$ cat src/rtl/pd_wake_ctrl.sv
module pd_wake_ctrl #(
  parameter int XTAL_DLY = 4096,
  parameter int OSC_DLY  = 256,
  parameter int N_WAKE   = 6
) (
  input  logic              clk,
  input  logic              rst_n,
  input  logic              pd_wr,
  input  logic              pd_wdata,
  input  logic              sleep_wait,
  input  logic              cpu_sleep,
  input  logic              settle_en,
  input  logic              src_xtal,
  input  logic [N_WAKE-1:0] wake_evt,
  input  logic              wake_irq_en,
  input  logic              wake_sts_clr,
  input  logic              hxt_en_cfg,
  input  logic              hirc_en_cfg,
  input  logic              lxt_en_cfg,
  input  logic              lirc_en_cfg,
  input  logic              pll_pd_cfg,
  output logic              pd_req,
  output logic              hxt_en,
  output logic              hirc_en,
  output logic              lxt_en,
  output logic              lirc_en,
  output logic              pll_pd,
  output logic              sys_clk_en,
  output logic              wake_sts,
  output logic              wake_irq
);
  localparam int MAXD = (XTAL_DLY > OSC_DLY) ? XTAL_DLY : OSC_DLY;
  localparam int CW   = $clog2(MAXD) + 1;

  typedef enum logic [1:0] {ST_RUN, ST_WAIT, ST_DOWN, ST_SETTLE} st_t;
  st_t st;
  logic [N_WAKE-1:0] sync1, sync2;
  logic [CW-1:0]     cnt;
  logic              wake_s, wake_hit;

  assign wake_s   = |sync2;
  assign wake_hit = (st == ST_DOWN) && wake_s;

  always_ff @(posedge clk or negedge rst_n)
    if (!rst_n) begin
      sync1 <= '0;
      sync2 <= '0;
    end else begin
      sync1 <= wake_evt;
      sync2 <= sync1;
    end

  always_ff @(posedge clk or negedge rst_n)
    if (!rst_n) begin
      st  <= ST_RUN;
      cnt <= '0;
    end else begin
      case (st)
        ST_RUN:
          if (pd_req) st <= sleep_wait ? ST_WAIT : ST_DOWN;
        ST_WAIT:
          if (!pd_req)        st <= ST_RUN;
          else if (cpu_sleep) st <= ST_DOWN;
        ST_DOWN:
          if (wake_s) begin
            if (settle_en) begin
              st  <= ST_SETTLE;
              cnt <= src_xtal ? CW'(XTAL_DLY - 1) : CW'(OSC_DLY - 1);
            end else begin
              st <= ST_RUN;
            end
          end
        default:
          if (cnt == '0) st <= ST_RUN;
          else           cnt <= cnt - 1'b1;
      endcase
    end

  always_ff @(posedge clk or negedge rst_n)
    if (!rst_n)        pd_req <= 1'b0;
    else if (wake_hit) pd_req <= 1'b0;
    else if (pd_wr && st != ST_DOWN) pd_req <= pd_wdata;

  always_ff @(posedge clk or negedge rst_n)
    if (!rst_n)            wake_sts <= 1'b0;
    else if (wake_hit)     wake_sts <= 1'b1;
    else if (wake_sts_clr) wake_sts <= 1'b0;

  assign hxt_en     = hxt_en_cfg  && (st != ST_DOWN);
  assign hirc_en    = hirc_en_cfg && (st != ST_DOWN);
  assign lxt_en     = lxt_en_cfg;
  assign lirc_en    = lirc_en_cfg;
  assign pll_pd     = pll_pd_cfg || pd_req || (st == ST_DOWN);
  assign sys_clk_en = (st == ST_RUN) || (st == ST_WAIT);
  assign wake_irq   = wake_sts && wake_irq_en;

  assert_immediate_entry_R1: assert property (@(posedge clk) disable iff (!rst_n)
    (st == ST_RUN && pd_req && !sleep_wait) |=> (st == ST_DOWN));
  assert_hold_for_sleep_R2: assert property (@(posedge clk) disable iff (!rst_n)
    (st == ST_WAIT && pd_req && !cpu_sleep) |=> sys_clk_en);
  assert_req_selfclear_R3: assert property (@(posedge clk) disable iff (!rst_n)
    (st != ST_DOWN && $past(st) == ST_DOWN) |-> !pd_req);
  assert_fast_sources_off_R4: assert property (@(posedge clk) disable iff (!rst_n)
    (st == ST_DOWN) |-> (!hxt_en && !hirc_en && !sys_clk_en));
  assert_settle_count_R5: assert property (@(posedge clk) disable iff (!rst_n)
    (st == ST_SETTLE) |-> (cnt < CW'(MAXD) && !sys_clk_en));
  assert_wake_only_in_down_R6: assert property (@(posedge clk) disable iff (!rst_n)
    $rose(wake_sts) |-> ($past(st) == ST_DOWN));
  assert_pll_forced_R9: assert property (@(posedge clk) disable iff (!rst_n)
    (st == ST_DOWN) |-> pll_pd);
endmodule

$ cat config.mk
export PLATFORM = sky130hd
export DESIGN_NAME = pd_wake_ctrl
export DESIGN_NICKNAME = d
export VERILOG_FILES = /design/src/rtl/pd_wake_ctrl.sv
export SDC_FILE = /design/constraint.sdc
export NUM_CORES = 1
export LEC_CHECK = 0
export ABC_AREA = 1
export BUFFER_PORTS_ARGS = -buffer_cell sky130_fd_sc_hd__buf_2
export CAP_MARGIN = 20
export CORE_ASPECT_RATIO = 0.9
export CORE_MARGIN = 2
export CORE_UTILIZATION = 30
export DETAILED_ROUTE_END_ITERATION = 7
export PLACE_DENSITY_LB_ADDON = 0.12
export SETUP_SLACK_MARGIN = 0.5
export SLEW_MARGIN = 30
export SYNTH_ARGS = -nofsm -noshare
export SYNTH_HDL_FRONTEND = slang
export SYNTH_SLANG_ARGS = --single-unit
$ cat constraint.sdc
create_clock -name clk -period 1.45 [get_ports clk]
set_clock_uncertainty 0.1 [all_clocks]
set_input_delay 0.145 -clock clk [delete_from_list [all_inputs] [get_ports clk]]
set_output_delay 0.145 -clock clk [all_outputs]
set_load 0.01 [all_outputs]
Yosys cells after proc, flatten, opt, wreduce, memory -nomap -nowiden --
Cells that the tools add are included.
Storage, ports and cells: register bits after elaboration 29, output and inout port bits 9, word-level logic and storage cells 50
Operators by class: add/sub/neg operators 1, equality and inequality tests 8, muxes and demuxes 17, bitwise gates (word level) 1, reductions and logical operators 17
Operators with widths (number):
- $mux W13 | 3
- $pmux W13 S2 | 1
- $mux W2 | 7
- $logic_not A13 Y1 | 1
- $sub A13 B1 Y13 const B | 1
- $mux W12 | 1
- $ne A2 B2 Y1 const B | 5
- $reduce_and A4 Y1 | 2
- $pmux W2 S3 | 1
- $reduce_or A6 Y1 | 1
- $logic_and A1 B1 Y1 | 5
- $mux W1 | 4
- $reduce_bool A2 Y1 | 2
- $reduce_bool A4 Y1 | 1
- $logic_or A1 B1 Y1 | 3
- $ne A3 B3 Y1 const B | 1
- $eq A2 B1 Y1 const B | 1
- $eq A2 B2 Y1 const B | 1
- $logic_not A2 Y1 | 1
- $reduce_or A2 Y1 | 1
- $not A1 Y1 | 1

Depth between registers and ports, before layout --
Gate-level depths: netlist of the first run.
depth after elaboration 4, gate-level depth with buffers 11, gate-level depth less buffers 11

Worst setup path after synthesis of the first run --
Ideal clock, no wire load.
path type register -> register, start point register cnt[0], end point register cnt[9], arrival time 1.200 ns, data required time 1.237 ns, slack 0.038 ns, cell stages (with the launch flop) 12, period minus slack after synthesis 1.412 ns, path through dfrtp_1 > inv_1 > ha_1 > nand2_1 > nor2_1 > nand2_2 > nand2_8 > nand2_8 > clkinv_8 > nand2_1 > nand2_1 > inv_1
On the way: longest elaborated chain between the ends 3, elaborated cells between the ends (all ways) 6, those cells by class add/sub (1); eq/ne (1); mux (2); reduce/logical (2)
Ends and longest elaborated chain:
- from (decl) | RTL line 38 | logic [CW-1:0] cnt;
- from (signal assigned) | RTL line 68 | cnt <= src_xtal ? CW'(XTAL_DLY - 1) : CW'(OSC_DLY - 1);
- from (signal assigned) | RTL line 75 | else cnt <= cnt - 1'b1;
- $sub A13 B1 Y13 / $logic_not A13 Y1 (equally long branches) | RTL line 75, 74
- $mux W13 / $ne A2 B2 Y1 (equally long branches)
- $pmux W13 S2 / $reduce_and A4 Y1 (equally long branches)
Several ways; a longest one is shown, not always the timed one. The select of a mux whose other input is x is not followed. A chain may end at the register's enable or synchronous reset.

Worst setup path in the final report of the first run --
start point register cnt[8], end point register cnt[9]
Same word-level chain as after synthesis.

==> impl_summary.txt, run 1 <==
----------------------------------------------------
[Power]
  Largest vdd supply drop ... roughly 0.0007 V
  Leakage power ... between 1 and 1.5 nW
  Power Total ... about 0.0039 W
  Cell area power density ... about 1700 mW/mm^2

[Timing]
  Max Fclk ... between 0.6 and 0.7 GHz
  Setup violations, final ... 11
  Actual slew at the worst max-slew pin ... roughly 0.37 ns
  Final slew viol count ... 0
  Min Tclk post-route ... 1.50 ns
  Worst setup slack after layout ... -0.0498 ns
  Headroom to the max-slew limit ... 75.3%
  Final cycle utilization of the critical path ... 103%
  Setup repair after global routing missed its margin ... true
  Final hold viol count ... 0

[Clock tree]
  Number of buffers created by CTS ... 5
  CTS H-tree lvls ... 2
  Worst-skew pair later-pin latency ... 0.28 ns
  TritonCTS clock tree ... done
  Worst-case clock buffer depth ... 2
  Clock input transition at the sequential cells of the worst setup and hold paths ... roughly 0.06 ns
  Root buffer cell ... clkbuf_8
  Clock sink total ... 29

[Die]
  # rows ... 24
  Die height ... around 71 microns
  Effective utilization at floorplan ... 30.9%
  Full die area ... 0.00556 sq mm
  Die X-Extent ... approximately 80 microns
  Top-Level Pins ... 30
  Placeable Area ... about 0.0048 sq mm

[Logic synthesis]
  Synth cell types ... 24
  Ys Warns ... 0
  Fraction of the yosys area taken by sequential cells ... roughly half
  Synth Register Bits ... 29
  Post-Synthesis Mean Instance Area ... ~8.1 sq um
  Area of the mapped netlist ... ~0.0015 sq mm
  Cell count after synthesis ... 185
  Syn Nets ... about 210

[Final layout]
  Antenna Cells ... 0
  Synthesis-to-layout area growth ... 50.2%
  Net count of the finished layout ... 280
  Final standard cell count with taps included and fillers excluded ... roughly 320
  Share of final-layout standard cells stronger than drive strength 1 ... 42.2%

[Drt]
  Number of routed nets with antenna violations ... 0
  Total routed wirelength ... approximately 3.5 mm
  Number of DRC violations after detailed-routing iteration 0 ... 71
  Post-detailed-route via-to-cell ratio ... ~4.3
  Detailed-route DRC error count ... 0
  WL per Instance ... between 10 and 15 microns
  DR pass1 iterations ... 4
  Detailed-route via count ... between 1,000 and 1,500

[Global route]
  Overflow after GRT ... 0
  M1 GR Usage ... between 10% and 20%
  Initial antenna violation count ... 0
  Global-route met2 utilization ... 23.1%
  Overall Global Routing Usage ... between 10% and 20%
  Number of global-route vias before repair ... roughly 1,500
  Most congested layer reported by global routing ... met2
  First-pass GRT wire length ... roughly 6.5 mm
  Met3 capacity usage during global routing ... under 10%
  Pin count of the biggest net entering global routing ... 30

[Setup path]
  Setup crit end kind ... register
  WS Path Type ... register to register
  CP max FO ... 8
  Required time reported for the critical path endpoint ... around 1.5 ns
  Type of origin of the critical path ... register
  Arrival time reported for the critical path endpoint ... 1.57 ns
  Startpoint of the worst register-to-register path ... cnt[8]
  Start point of the critical path ... cnt[8]

[Place]
  Cell total after placement ... just under 300
  Placed wire-length estimate after detailed placement ... about 2.5 mm
  IO Port Bufs ... 25
  Last weighted congestion value of the routability-driven placer ... between 0.7 and 0.8

[Flow run]
  Number of maximum-capacitance constraint violations ... 0

[Run status]
  Status ... finished with violations
  Failing checks ... setup timing

[Min path]
  Hold Path Class ... input port to register
  Startpoint of the tightest hold check path ... pd_wdata

----------------------------------------------------
==> layout make-up <==
type	count	area, sq um
Clock buffer	6	82.6
Clock inverter	2	13.8
Fill cell	476	2590
Inverter	28	123
Multi-Input combinational cell	126	714
Sequential cell	29	727
Tap cell	65	81.3
Timing Repair Buffer	67	502
==> flip-flops by register name, summed over array words and instances, names as in the netlist <==
signal,flops
wake_sts,1
sync1,6
cnt,13
st,2
sync2,6
pd_req,1
==> worst paths after layout <==
path | to | slack, ns | depth (start not counted)
min in group asynchronous | st[1] | 0.30 | 3
setup reg to reg | cnt[9] | -0.05 | 10
max in group asynchronous | pd_req | 0.65 | 3
hold reg to reg | sync2[3] | 0.25 | 0
setup / recovery | cnt[9] | -0.05 | 10
hold / removal | pd_req | 0.02 | 3
==> logic make-up after synthesis <==
| kind of cell | share of synthesized area [%] |
|---|---|
| buffers and inverters | 9.21 |
| and+or+nand+nor | 32.7 |
| adders and majority gates | 1.67 |
| AOI/OAI and AO/OA | 6.70 |
| xor gates and xnor gates | 1.17 |
| DFF | 48.6 |
==> timing repair <==
item / CTS / global route
gates cloned: 1 / 0
setup buffers: 10 / 3
hold endpoints to repair: 36 / 0
pin swaps: 11 / 5
gates resized for setup: 16 / 14
hold buffers: 8 / 0
setup endpoints to repair: 24 / 24
==> Yosys cell counts (all sizes together) <==
cell type,count,share of area [%]
nand2,51,15
nor2,32,9.4
dfrtp,29,49
inv,27,6.8
nand3,18,6.9
o21ai,11,4.2
a21oi,5,1.7
buf,3,1.3
ha,2,1.7
xor2,2,1.2
a31oi,1,0.42
clkinv,1,1.1
nand3b,1,0.50
o22ai,1,0.42
or2,1,0.42
==> where the power goes <==
| group | leakage (nW) | switching [W] | internal, W |
|---|---|---|---|
| combinational | 0.747 | 0.00102 | 0.000992 |
| clock | 0.0512 | 0.000318 | 0.000384 |
| sequential | 0.326 | 0.000164 | 0.00102 |
| total | 1.12 | 0.00150 | 0.00239 |
==> through the flow <==
step | hold WS, ns | cell area [sq um] | TNS (ns) | utilization (%) | setup slack [ns]
floorplan | -0.251 | 1530 | 0 | - | 0.0774
global placement | 0.0817 | 1860 | -1.18 | 38.5 | -0.135
detailed placement | 0.0800 | 1860 | -0.518 | 38.5 | -0.0833
CTS | 0.00520 | 2180 | -0.170 | 45.1 | -0.0423
global route | 0.00972 | 2240 | -1.53 | 46.4 | -0.142
finish | 0.0161 | 2240 | -0.332 | 46.4 | -0.0498
==> cells in the final DEF, fill, tap and decap left out, types with 2 or more instances in the layout <==
master         count
nor2_1            17
dlygate4sd3_1      8
clkbuf_8           6
inv_1             21
o21ai_2            3
nand3_1           16
buf_6              7
dfrtp_1           28
buf_2             22
o21ai_1            2
nand2_2            4
nor2_2            14
nand2_4            5
inv_2              4
inv_4              2
nand2_8            2
o21ai_0            6
buf_4             29
a21oi_1            5
nand2_1           41
xor2_1             2
==> worst max-delay path, cell delays in order (launching register included) <==
cell and delay, ns:
dfrtp_1 0.41, nor2_2 0.16, nand2_1 0.10, nor2_4 0.15, nand2_4 0.10, nand2_8 0.10, nand2_8 0.09, clkinv_8 0.07
nand2_2 0.04, nand2_1 0.04, inv_1 0.03
==> routing by layer <==
layer / vias to the layer above / routed length, microns
met4: 0 / 59
met1: 643 / 1730
met3: 6 / 133
li1: 713 / -
met5: - / 0
met2: 29 / 1630
(Power assumes the default switching activity.)
==> run 2: changes to the inputs <==
--- a/config.mk
+++ b/config.mk
@@ -11,9 +11,11 @@
 export CORE_ASPECT_RATIO = 0.9
 export CORE_MARGIN = 2
 export CORE_UTILIZATION = 30
+export CTS_BUF_LIST = sky130_fd_sc_hd__clkbuf_8
 export DETAILED_ROUTE_END_ITERATION = 7
 export PLACE_DENSITY_LB_ADDON = 0.12
-export SETUP_SLACK_MARGIN = 0.5
+export SETUP_SLACK_MARGIN = 0.4
+export SKIP_LAST_GASP = 1
 export SLEW_MARGIN = 30
 export SYNTH_ARGS = -nofsm -noshare
 export SYNTH_HDL_FRONTEND = slang
==> run 2 against run 1 <==
Net effect:
- the run still ends with setup timing left
- clock power decreased by 3.3%
- register-to-register slack got worse by 0.03 ns
- routed wire length increased by 2.5%
- die area did not move
==> impl_summary.txt, run 2 (synthesized netlist as in run 1, its figures left out) <==
----------------------------------------------------
[Timing]
  Headroom to the max-slew limit ... around three quarters
  Final hold viol count ... 0
  Max Fclk ... approximately 0.65 GHz
  Setup repair after global routing missed its margin ... true
  Final slew viol count ... 0
  Actual slew at the worst max-slew pin ... ~0.37 ns
  Setup violations, final ... 15
  Min Tclk post-route ... ~1.5 ns
  Worst setup slack after layout ... -0.0781 ns
  Worst hold slack across all endpoints ... around 0.0095 ns
  Final cycle utilization of the critical path ... 105%

[Setup path]
  Buf/Inv on CP ... 3
  Critical path's top delay family ... simple AND/OR/NAND/NOR gates
  Type of origin of the critical path ... register
  Largest stage delay on the critical path ... between 0.3 and 0.4 ns
  Arrival time reported for the critical path endpoint ... about 1.6 ns
  WS Path Type ... register to register
  CP max FO ... 8
  Library cell contributing the largest single delay on the critical path ... dfrtp_1
  Critical path cell sequence ... inv_2 -> ha_4 -> nand2_4 -> nor2_4 -> nand2_4 -> nand2_8 -> nand2_8 -> clkinv_8 -> nand2_1 -> nand2_1 -> inv_1
  Setup crit end kind ... register
  Required time reported for the critical path endpoint ... 1.53 ns

[Power]
  Largest vdd supply drop ... around 0.00077 V
  Leakage power ... about 1.1 nW
  Cell area power density ... around 1700 mW/mm^2
  Power Total ... 0.00395 W

[Die]
  Top-Level Pins ... 30
  Die height ... just over 70 microns
  Placeable Area ... 0.00483 sq mm
  Effective utilization at floorplan ... 30.9%
  # rows ... 24
  Full die area ... about 0.0056 sq mm
  Die X-Extent ... 78.4 microns

[Final layout]
  Final standard cell count with taps included and fillers excluded ... about 330
  Fill cells ... approximately 460
  Largest register FFs ... 13
  Register with the most flip-flops ... cnt
  Largest registers ... cnt (13), sync1 (6), sync2 (6)
  Synthesis-to-layout area growth ... 55.2%
  Net count of the finished layout ... ~280
  Most frequent cells in the layout ... 42 x nand2_1, 33 x buf_4, 29 x dfrtp_1
  Antenna Cells ... 0
  Footprint of the multi-input gates ... 772 sq um
  Final standard cell utilization of the core ... about 48%
  Share of final-layout standard cells stronger than drive strength 1 ... a little under half
  Register Area ... just over 700 sq um
  Most common cell after layout, fill and taps aside ... nand2_1

[Global route]
  Overall Global Routing Usage ... approximately 15%
  Overflow after GRT ... 0
  Pin count of the biggest net entering global routing ... 30
  First-pass GRT wire length ... ~6.3 mm
  Initial antenna violation count ... 0
  Number of global-route vias before repair ... about 1,400

[Clock tree]
  Clock sink total ... 29
  Number of buffers created by CTS ... 5
  CTS H-tree lvls ... 2
  Worst-case clock buffer depth ... 2
  Clock input transition at the sequential cells of the worst setup and hold paths ... roughly 0.060 ns
  Root buffer cell ... clkbuf_8
  TritonCTS clock tree ... done
  Worst-skew pair later-pin latency ... 0.28 ns

[Drt]
  Post-detailed-route via-to-cell ratio ... around 4.2
  Total routed wirelength ... roughly 3.6 mm
  Detailed-route DRC error count ... 0
  Number of routed nets with antenna violations ... 0
  DR pass1 iterations ... 4
  WL per Instance ... between 10 and 15 microns
  Number of DRC violations after detailed-routing iteration 0 ... 63
  Detailed-route via count ... 1,374

[Flow run]
  Number of maximum-capacitance constraint violations ... 0

[Run status]
  Failing checks ... setup timing
  Status ... finished with violations

[Place]
  Setup slack after placement ... -0.0258 ns
  Cell total after placement ... about 290
  Placed wire-length estimate after detailed placement ... between 2 and 3 mm
  Last weighted congestion value of the routability-driven placer ... between 0.7 and 0.8
  IO Port Bufs ... 25

[Min path]
  Hold Path Class ... input port to register

----------------------------------------------------
run 2: tightest hold or removal path: stages:
cell and delay (ns):
buf_2 0.07, nor2_1 0.04, a21oi_2 0.09
run 2: timing repair:
item / 4_1_cts / 5_1_grt
setup buffers: 11 / 5
cloned: 1 / 0
hold endpoints to repair: 36 / 0
pin swaps: 9 / 8
setup endpoints to repair: 24 / 24
hold buffers: 8 / 0
gates resized for setup: 33 / 13
run 2: layout make-up:
cell class	instances	area share, %
multi-input cells	126	33.3
clock buffers	6	3.56
repair buffers	71	22.6
clock inverters	1	0.324
inverters	28	5.40
well taps	65	3.51
flip-flops and latches	29	31.3
run 2: path summary, 6_finish.rpt:
path | to | cells past startpoint | slack, ns | from
setup / recovery | cnt[9] | 11 | -0.08 | cnt[1]
hold / removal | pd_req | 3 | 0.009 | pd_wdata
setup reg to reg | cnt[9] | 11 | -0.08 | cnt[1]
max in group asynchronous | pd_req | 3 | 0.68 | rst_n
min in group asynchronous | st[0] | 3 | 0.29 | rst_n
hold reg to reg | sync2[2] | 0 | 0.25 | sync1[2]
run 2: power breakdown:
| group | leakage (nW) | internal [W] | switching (W) | total (W) |
|---|---|---|---|---|
| clock network | 0.0433 | 0.000374 | 0.000305 | 0.000679 |
| logic | 0.757 | 0.00101 | 0.00108 | 0.00209 |
| registers | 0.327 | 0.00101 | 0.000159 | 0.00117 |
run 2: layer usage:
| layer | GRT usage, % | vias to the layer above | share of wire [%] |
|---|---|---|---|
| li1 | - | 725 | - |
| met4 | 6.24 | 0 | 1.6 |
| met5 | 0 | - | 0 |
| met1 | 20.2 | 623 | 50 |
| met2 | 21.6 | 20 | 45 |
| met3 | 5.36 | 6 | 3.9 |
run 2: metrics by stage:
stage	TNS, ns	area (sq um)
after CTS	-0.0409	2220
after detailed placement	-0.0698	1850
after global placement	-0.0947	1850
final	-0.506	2320
after global routing	-1.62	2320
after floorplan	0	1500
==> run 3: changes to the inputs <==
==> constraint.sdc (replaced) <==
create_clock -name clk -period 1.36 [get_ports clk]
set_clock_uncertainty 0.1 [all_clocks]
set_input_delay 0.136 -clock clk [delete_from_list [all_inputs] [get_ports clk]]
set_output_delay 0.136 -clock clk [all_outputs]
set_load 0.01 [all_outputs]
==> run 3 against run 2 <==
Net effect:
- the run still ends with setup timing left
- via count is 1.4% higher
- worst hold slack better by 0.088 ns
- sequential share of layout area is 0.56 points lower
- utilization is 1.0 points higher
- total power is 12% higher
- register-to-register slack worse by 0.05 ns
- critical endpoint is now cnt[11]
==> impl_summary.txt, run 3 (synthesized netlist as in run 1, its figures left out) <==
----------------------------------------------------
[Final layout]
  Largest register FFs ... 13
  Synthesis-to-layout area growth ... 58.5%
  Share of final-layout standard cells stronger than drive strength 1 ... 45.2%
  Register with the most flip-flops ... cnt
  Largest registers ... cnt (13), sync1 (6), sync2 (6)
  Footprint of the multi-input gates ... between 700 and 800 sq um
  Antenna Cells ... 0
  Net count of the finished layout ... approximately 290
  Most frequent cells in the layout ... 37 x nand2_1, 31 x buf_4, 27 x dfrtp_1
  Register Area ... about 730 sq um
  Fill cells ... between 400 and 500
  Most common cell after layout, fill and taps aside ... nand2_1
  Final standard cell utilization of the core ... between 40% and 50%

[Clock tree]
  Clock sink total ... 29
  Number of buffers created by CTS ... 5
  TritonCTS clock tree ... done
  Root buffer cell ... clkbuf_8
  Worst-case clock buffer depth ... 2
  Clock input transition at the sequential cells of the worst setup and hold paths ... roughly 0.070 ns
  Worst-skew pair later-pin latency ... 0.28 ns
  CTS H-tree lvls ... 2

[Drt]
  Detailed-route DRC error count ... 0
  Routed length on met3 ... about 110 microns
  Routed metal-1 wirelength ... 1.73 mm
  Number of routed nets with antenna violations ... 0
  Topmost layer with routed signal wires ... met4
  Total routed wirelength ... roughly 3.8 mm
  Total met2 wirelength after detailed routing ... between 1.5 and 2 mm
  WL per Instance ... approximately 12 microns
  DR pass1 iterations ... 4
  Post-detailed-route via-to-cell ratio ... approximately 4.2
  Number of DRC violations after detailed-routing iteration 0 ... 56
  Detailed-route via count ... around 1,400

[Die]
  Effective utilization at floorplan ... 30.9%
  Top-Level Pins ... 30
  Full die area ... approximately 0.0056 sq mm
  Placeable Area ... 0.00483 sq mm
  Die X-Extent ... a little under 80 microns
  Die height ... roughly 71 microns
  # rows ... 24

[Setup path]
  Reg2reg end ... cnt[11]
  CP max FO ... 8
  Type of origin of the critical path ... register
  Library cell contributing the largest single delay on the critical path ... dfrtp_1
  Critical path cell sequence ... inv_2 -> ha_4 -> nand2_4 -> nor2_4 -> nand2_4 -> nand2_8 -> nand2_8 -> clkinv_8 -> nand2_2 -> nand2_1 -> inv_1
  Required time reported for the critical path endpoint ... between 1 and 1.5 ns
  WS Path Type ... register to register
  Startpoint of the worst register-to-register path ... cnt[1]
  R2R depth ... 11
  Arrival time reported for the critical path endpoint ... between 1.5 and 2 ns
  Largest stage delay on the critical path ... between 0.3 and 0.4 ns
  Setup slack of the most critical reg-to-reg path ... -0.13 ns
  Setup crit end kind ... register

[Timing]
  Setup violations, final ... 17
  Headroom to the max-slew limit ... between 70% and 80%
  Worst setup slack after layout ... -0.128 ns
  Min Tclk post-route ... roughly 1.5 ns
  Max Fclk ... 0.672 GHz
  Final hold viol count ... 0
  Worst hold slack across all endpoints ... ~0.1 ns
  Setup repair after global routing missed its margin ... true
  Setup tns final ... -1.44 ns
  Final slew viol count ... 0
  Final cycle utilization of the critical path ... 109%
  Actual slew at the worst max-slew pin ... between 0.3 and 0.4 ns

[Global route]
  First-pass GRT wire length ... 6.31 mm
  Number of global-route vias before repair ... 1,428
  Overflow after GRT ... 0
  Pin count of the biggest net entering global routing ... 30
  Overall Global Routing Usage ... about 15%
  Initial antenna violation count ... 0

[Power]
  Switch Pwr ... approximately 0.0017 W
  Net Sw Frac ... a little under two fifths
  Share of total power in combinational logic ... 49.9%
  Sequential share of power ... between 20% and 30%
  Cell area power density ... between 1500 and 2000 mW/mm^2
  Clk network pwr share ... 21.5%
  Largest vdd supply drop ... just over 0.0008 V
  Cell internal pwr ... 0.00275 W
  Power Total ... approximately 0.0044 W
  Leakage power ... approximately 1.2 nW

[Run status]
  Failing checks ... setup timing
  Status ... finished with violations

[Min path]
  Hold Path Class ... input port to register
  Endpoint of the worst hold-timing path ... st[1]
  Startpoint of the tightest hold check path ... sleep_wait
  WHS Path Cells ... 4

[Place]
  IO Port Bufs ... 25
  Setup slack after placement ... -0.128 ns
  Last weighted congestion value of the routability-driven placer ... 0.837
  Placed wire-length estimate after detailed placement ... roughly 2.5 mm

[Flow run]
  Number of maximum-capacitance constraint violations ... 0

----------------------------------------------------
==> run 3: power groups by stage <==
stage / clock [W] / combinational, W / sequential, W
3_5_place_dp: 0 / 0.00166 / 0.00126
6_report: 0.000954 / 0.00221 / 0.00126
5_1_grt: 0.00101 / 0.00245 / 0.00129
3_3_place_gp: 0 / 0.00168 / 0.00126
4_1_cts: 0.000980 / 0.00204 / 0.00126
2_1_floorplan: 0 / 0.00102 / 0.00127
==> run 3: how the worst max path moves through the flow <==
stage                 from      end  slack [ns]  depth (start not counted)
finish              cnt[1]  cnt[11]       -0.13                         11
global route        cnt[1]  cnt[11]       -0.22                         11
CTS                 cnt[5]   cnt[9]       -0.11                         10
detailed placement  cnt[0]  cnt[11]       -0.13                         11
global placement    cnt[0]   cnt[9]        -0.1                         11
floorplan           cnt[0]   cnt[9]       -0.01                         11
==> run 3: final cells by class <==
type                       instances  share of cell area (%)
clock buffer                       6                    3.49
clock inverter                     2                    1.58
inverter                          28                    5.18
multi-input combinational        126                    32.1
sequential                        29                    30.7
tap                               65                    3.43
timing repair buffer              72                    23.5
==> run 3: stage by stage <==
| step | area [sq um] | instances |
|---|---|---|
| after floorplan | 1520 | 185 |
| after global placement | 1890 | 297 |
| after detailed placement | 1890 | 297 |
| after CTS | 2260 | 324 |
| after global routing | 2370 | 328 |
| final | 2370 | 328 |
==> run 3: critical path: cells and delay by family, from the launching register on <==
family,cells,cell delay [ns]
and+or+nand+nor,7,0.54
DFF,1,0.39
buffers and inverters,3,0.21
adders and majority gates,1,0.15
==> run 3: repair_timing <==
item                                   in CTS  in global routing
hold buffers                               10                  0
pin swaps                                   5                 10
endpoints found under the hold margin      37                  0
resized for setup                          20                 23
setup buffers                               8                  4
setup endpoints to repair                  24                 24
gates cloned                                1                  0
==> run 3: layer usage <==
metal	up-vias	track usage (%)
met5	-	0
met1	649	17.4
met4	0	6.82
met2	15	25.9
li1	724	-
met3	5	4.34
